**src/rtl/alu_pkg.sv**
```systemverilog
package alu_pkg;

  localparam int OP_W    = 2;
  localparam int FUNCT_W = 6;
  localparam int CTL_W   = 3;

  typedef enum logic [1:0] {
    SEL_AND = 2'b00,
    SEL_OR  = 2'b01,
    SEL_SUM = 2'b10,
    SEL_SLT = 2'b11
  } alu_sel_e;

  typedef struct packed {
    logic     bneg;
    alu_sel_e sel;
  } alu_ctl_t;

  localparam logic [OP_W-1:0] CLS_MEM  = 2'b00;
  localparam logic [OP_W-1:0] CLS_BRCH = 2'b01;
  localparam logic [OP_W-1:0] CLS_REG  = 2'b10;

  localparam logic [FUNCT_W-1:0] FN_AND = 6'b100100;
  localparam logic [FUNCT_W-1:0] FN_OR  = 6'b100101;
  localparam logic [FUNCT_W-1:0] FN_ADD = 6'b100000;
  localparam logic [FUNCT_W-1:0] FN_SUB = 6'b100010;
  localparam logic [FUNCT_W-1:0] FN_SLT = 6'b101010;

  localparam alu_ctl_t CTL_AND = '{bneg: 1'b0, sel: SEL_AND};
  localparam alu_ctl_t CTL_OR  = '{bneg: 1'b0, sel: SEL_OR};
  localparam alu_ctl_t CTL_ADD = '{bneg: 1'b0, sel: SEL_SUM};
  localparam alu_ctl_t CTL_SUB = '{bneg: 1'b1, sel: SEL_SUM};
  localparam alu_ctl_t CTL_SLT = '{bneg: 1'b1, sel: SEL_SLT};

endpackage

```
**src/rtl/alu_ctl_dec.sv**
```systemverilog
module alu_ctl_dec
  import alu_pkg::*;
(
  input  logic [OP_W-1:0]    alu_op,
  input  logic [FUNCT_W-1:0] funct,
  output alu_ctl_t           ctl
);

  always_comb begin
    ctl = CTL_ADD;
    case (alu_op)
      CLS_MEM:  ctl = CTL_ADD;
      CLS_BRCH: ctl = CTL_SUB;
      CLS_REG: begin
        case (funct)
          FN_AND:  ctl = CTL_AND;
          FN_OR:   ctl = CTL_OR;
          FN_ADD:  ctl = CTL_ADD;
          FN_SUB:  ctl = CTL_SUB;
          FN_SLT:  ctl = CTL_SLT;
          default: ctl = CTL_ADD;
        endcase
      end
      default:  ctl = CTL_ADD;
    endcase

    // memory class never depends on funct
    assert_memcls_add_R1: assert (alu_op != CLS_MEM || ctl == CTL_ADD)
      else $error("memory class did not decode to add");
    // branch class always subtracts
    assert_brcls_sub_R2: assert (alu_op != CLS_BRCH || ctl == CTL_SUB)
      else $error("branch class did not decode to subtract");
    // unused class falls back to add
    assert_spare_add_R4: assert (alu_op != 2'b11 || ctl == CTL_ADD)
      else $error("unused class did not decode to add");
    // the control word 011 is never produced
    assert_no_illegal_ctl_R3: assert (!(ctl.bneg == 1'b0 && ctl.sel == SEL_SLT))
      else $error("illegal control word produced");
  end

endmodule

```
**src/rtl/alu_addsub.sv**
```systemverilog
module alu_addsub #(
  parameter int WIDTH = 32
) (
  input  logic [WIDTH-1:0] opnd_a,
  input  logic [WIDTH-1:0] opnd_b,
  input  logic             bneg,
  output logic [WIDTH-1:0] sum,
  output logic             sum_ovf
);

  localparam int MSB = WIDTH - 1;

  logic [WIDTH-1:0] b_eff;
  logic [WIDTH-1:0] cin;

  always_comb begin
    b_eff   = opnd_b ^ {WIDTH{bneg}};
    cin     = {{(WIDTH-1){1'b0}}, bneg};
    sum     = opnd_a + b_eff + cin;
    sum_ovf = (opnd_a[MSB] == b_eff[MSB]) && (sum[MSB] != opnd_a[MSB]);

    // equal operands under subtraction give an all-zero sum
    assert_equal_sub_zero_R8: assert (!(bneg && opnd_a == opnd_b) || sum == '0)
      else $error("subtract of equal operands not zero");
    // operands of opposite sign cannot overflow an addition
    assert_mixed_sign_noovf_R9: assert (bneg || opnd_a[MSB] == opnd_b[MSB] || !sum_ovf)
      else $error("overflow on mixed-sign addition");
  end

endmodule

```
**src/rtl/alu_result_sel.sv**
```systemverilog
module alu_result_sel
  import alu_pkg::*;
#(
  parameter int WIDTH = 32
) (
  input  logic [WIDTH-1:0] opnd_a,
  input  logic [WIDTH-1:0] opnd_b,
  input  alu_sel_e         sel,
  input  logic [WIDTH-1:0] sum,
  input  logic             sum_ovf,
  output logic [WIDTH-1:0] result,
  output logic             zero,
  output logic             ovf
);

  localparam int MSB = WIDTH - 1;

  logic less;

  always_comb begin
    less = sum[MSB] ^ sum_ovf;
    case (sel)
      SEL_AND: result = opnd_a & opnd_b;
      SEL_OR:  result = opnd_a | opnd_b;
      SEL_SUM: result = sum;
      default: result = {{(WIDTH-1){1'b0}}, less};
    endcase
    ovf  = (sel == SEL_SUM) ? sum_ovf : 1'b0;
    zero = (result == '0);

    // set-on-less-than drives only bit 0
    assert_slt_narrow_R7: assert (sel != SEL_SLT || result[MSB:1] == '0)
      else $error("slt result wider than one bit");
    // AND result sets no bit absent from A
    assert_and_subset_R5: assert (sel != SEL_AND || (result & ~opnd_a) == '0)
      else $error("AND result has bit not in A");
    // OR result keeps every bit of B
    assert_or_superset_R5: assert (sel != SEL_OR || (opnd_b & ~result) == '0)
      else $error("OR result lost a bit of B");
    // overflow only reported for arithmetic results
    assert_no_overflow_R9: assert (sel == SEL_SUM || !ovf)
      else $error("overflow flagged on non-arithmetic op");
  end

endmodule

```
**src/rtl/alu_unit.sv**
```systemverilog
module alu_unit
  import alu_pkg::*;
#(
  parameter int WIDTH = 32
) (
  input  logic [OP_W-1:0]    alu_op,
  input  logic [FUNCT_W-1:0] funct,
  input  logic [WIDTH-1:0]   opnd_a,
  input  logic [WIDTH-1:0]   opnd_b,
  output logic [CTL_W-1:0]   alu_ctl,
  output logic [WIDTH-1:0]   result,
  output logic               zero,
  output logic               ovf
);

  alu_ctl_t         ctl;
  logic [WIDTH-1:0] sum;
  logic             sum_ovf;

  alu_ctl_dec u_dec (
    .alu_op (alu_op),
    .funct  (funct),
    .ctl    (ctl)
  );

  alu_addsub #(.WIDTH(WIDTH)) u_addsub (
    .opnd_a  (opnd_a),
    .opnd_b  (opnd_b),
    .bneg    (ctl.bneg),
    .sum     (sum),
    .sum_ovf (sum_ovf)
  );

  alu_result_sel #(.WIDTH(WIDTH)) u_sel (
    .opnd_a  (opnd_a),
    .opnd_b  (opnd_b),
    .sel     (ctl.sel),
    .sum     (sum),
    .sum_ovf (sum_ovf),
    .result  (result),
    .zero    (zero),
    .ovf     (ovf)
  );

  assign alu_ctl = ctl;

endmodule

```
**config.mk**
```make
export PLATFORM = sky130hd
export DESIGN_NAME = alu_unit
export DESIGN_NICKNAME = d
export VERILOG_FILES = /design/src/rtl/alu_pkg.sv /design/src/rtl/alu_ctl_dec.sv /design/src/rtl/alu_addsub.sv /design/src/rtl/alu_result_sel.sv /design/src/rtl/alu_unit.sv
export SDC_FILE = /design/constraint.sdc
export NUM_CORES = 1
export LEC_CHECK = 0
export CORE_MARGIN = 3
export CORE_UTILIZATION = 39
export DETAILED_ROUTE_END_ITERATION = 12
export PLACE_DENSITY = 0.71
export SYNTH_ARGS = -nofsm -noshare
export SYNTH_HDL_FRONTEND = slang
export SYNTH_SLANG_ARGS = --single-unit
```
**constraint.sdc**
```tcl
create_clock -name vclk -period 14
set_input_delay 4.2 -clock vclk [all_inputs]
set_output_delay 4.2 -clock vclk [all_outputs]
set_load 0.03 [all_outputs]
```
==> metrics.md <==
| Metric | Value |
|---|---|
| Run status | finished clean |
| Final ANT Viol Nets | 0 |
| Die Area | around 0.01 sq mm |
| FMAX | 0.07268 GHz |
| Mapped Area | 0.003423 sq mm |
| Endpoints failing setup | 0 |
| Vias in the first global route | 3714 |
| I/O pins | 109 |
| Antenna violations before repair | 0 |
| Worst Path Required | 9.80 ns |
| First-pass detailed-route iteration total | 5 |
| Post-synthesis cell type count | 81 |
| Multi-input gate area | ~0.0032 sq mm |
| Placed inst area | 0.004544 sq mm |
| Final Hold Violating Endpoints | 0 |
| Fin crit share | 98.28% |
| Crit path kind | input port to primary output |
| Routed WL | 11170 um |
| Worst hold path class | input port to primary output |
| Min Tclk post-route | roughly 14 ns |
| DP HPWL | roughly 9000 um |
| Share of cells above drive strength 1 | approximately 7.6% |
| Final slew viol count | 0 |
| Design Area, Final | between 0.004 and 0.005 sq mm |
| Wire per inst | roughly 17 um |
| Setup TNS | 0 ns |
| First-pass GRT wire length | between 15000 and 20000 um |
| Area Overhead vs Synth | 33.59% |
| Drc violations | 0 |
| CP Launch Type | input port |
| Clock buffers | 0 |
| Top cell type's share of synthesized area | 14.99% |
| Cell taking the most area after synthesis | ha_1 |
| Vias | 3947 |
| Gpl congestion | 0.9489 |
| Leak Pwr | 1.755 nW |
| Post-CTS Hold Fix Bufs | 0 |
| Largest net degree at the start of global routing | 54 |
| Drt initial violations | roughly 190 |
| Rows | 33 |
| Core area | 0.008382 sq mm |
| Synth Warn # | 0 |
| Antenna Cells | 0 |
| Gr usage total | 21.45% |
| Most frequent cells in the layout | clkdlybuf4s50_1, nand2_1, xnor2_1, ha_1, a21oi_1 |
| Worst slew pin tran | 0.5938 ns |
| Hold depth | 4 |
| Filler cells | 783 |
| Slew margin rel. | 60.05% |
| RSZ-0062 raised after global routing | no |
| Power Dens Cells | 78.35 mW/mm^2 |
| WHS Endpoint | zero |
| Starting utilization of the core area | 40.84% |
| Reg area | 0 sq um |
| Width of the die | 99.69 um |
| Post-Syn Area per Cell | 7.315 sq um |
| Net count after synthesis | 582 |
| Vias/cell | between 5 and 6 |
| Maximum VDD drop | approximately 51 uV |
| Max cap viols | 0 |
| I/O Buffers | 109 |
| Sequential cell count | 0 |
| DIE HEIGHT | about 100 um |
| Critical Path End Type | primary output |
| Synth Instances | approximately 470 |
| Seq/Total Area, Yosys | 0% |
| Final #Nets | 672 |
| Tot Pwr | between 0.3 and 0.4 mW |
| CP max FO | 9 |
| Most common cell after layout, fill and taps aside | clkdlybuf4s50_1 |
| Critical Path AT | 9.56 ns |
| Largest cells by area after synthesis | ha_1, xnor2_1, maj3_1 |
| Hold wc startpoint | opnd_b[31] |
| Overflow after GRT | 0 |
[worst max-delay path: stages]
cell and delay, ns:
clkdlybuf4s50_1 0.49, inv_1 0.05, ha_1 0.36, nand4bb_2 0.36, a2bb2oi_4 0.21, buf_4 0.20, xnor2_1 0.22, ha_1 0.29
a21oi_1 0.27, o21ai_0 0.24, o21ai_1 0.27, o21ai_4 0.12, a21oi_2 0.30, o211ai_4 0.14, or3_2 0.43, a32o_1 0.29
nand4bb_1 0.19, or4b_1 0.51, nor4_2 0.21, buf_4 0.19
[cell type report]
class,count,area share (%)
repair buffers,116,24.84
well taps,105,2.873
inverters,18,1.587
multi-input cells,422,70.70
[stage by stage]
step                worst slack (ns)  hold slack, ns  utilization, %  cells
finish                        0.2404           9.384           54.56    661
global route                0.002412           9.425           54.56    661
CTS                          0.07002           9.378           54.22    658
detailed placement           0.07878           9.361           54.22    658
global placement              0.1684           9.373           54.22    658
floorplan                     0.3586           8.620               -    468
[cell usage after synthesis, types with 4 or more instances]
master and n:
a211oi_1 8, a22oi_1 4, maj3_1 29, nor3_1 12, o32ai_1 5, clkbuf_1 17, o21a_1 4, a31oi_1 4
nand2_1 48, o21ai_1 4, a21o_1 14, xor2_1 10, nand3_1 8, or3_1 4, a22o_1 5, inv_1 16
xnor2_1 44, o21ai_0 29, mux2i_1 5, nor2_1 27, or2_2 5, a21oi_1 34, ha_1 41, nand4_1 8
[how the worst max path moves through the flow]
stage / from / to / slack, ns
3_3_place_gp: alu_op[0] / zero / 0.17
2_1_floorplan: alu_op[0] / zero / 0.36
3_5_place_dp: alu_op[0] / zero / 0.08
6_report: alu_op[0] / zero / 0.24
4_1_cts: alu_op[0] / zero / 0.07
5_1_grt: alu_op[0] / zero / 0.002
[per-layer routing]
layer / GRT usage [%] / vias to the layer above / wire [um]
met5: 0 / - / 0
met2: 37.04 / 172 / 5132
met3: 1.893 / 13 / 864
li1: - / 1931 / -
met1: 29.52 / 1831 / 4988
met4: 2.941 / 0 / 181
[cells by family (layout without fill, tap and decap cells)]
kind of cell | after synthesis | count (layout) | synth area share [%]
compound gates | 150 | 150 | 31.25
simple gates | 140 | 140 | 21.64
fa+ha+maj | 71 | 71 | 24.05
xor+xnor | 55 | 55 | 14.47
buf+inv | 46 | 134 | 6.798
mux | 6 | 6 | 1.791
[where the power goes]
| part | total (mW) | internal [mW] | switching (mW) |
|---|---|---|---|
| combinational | 0.358 | 0.154 | 0.204 |
| clock | 0 | 0 | 0 |
| sequential | 0 | 0 | 0 |
| total | 0.358 | 0.154 | 0.204 |
[what timing repair did]
action                     CTS  global route
gates resized for setup      0             3
setup endpoints to repair    0             4
setup buffers                0             3
No activity file was read; power rests on OpenSTA's default activity.
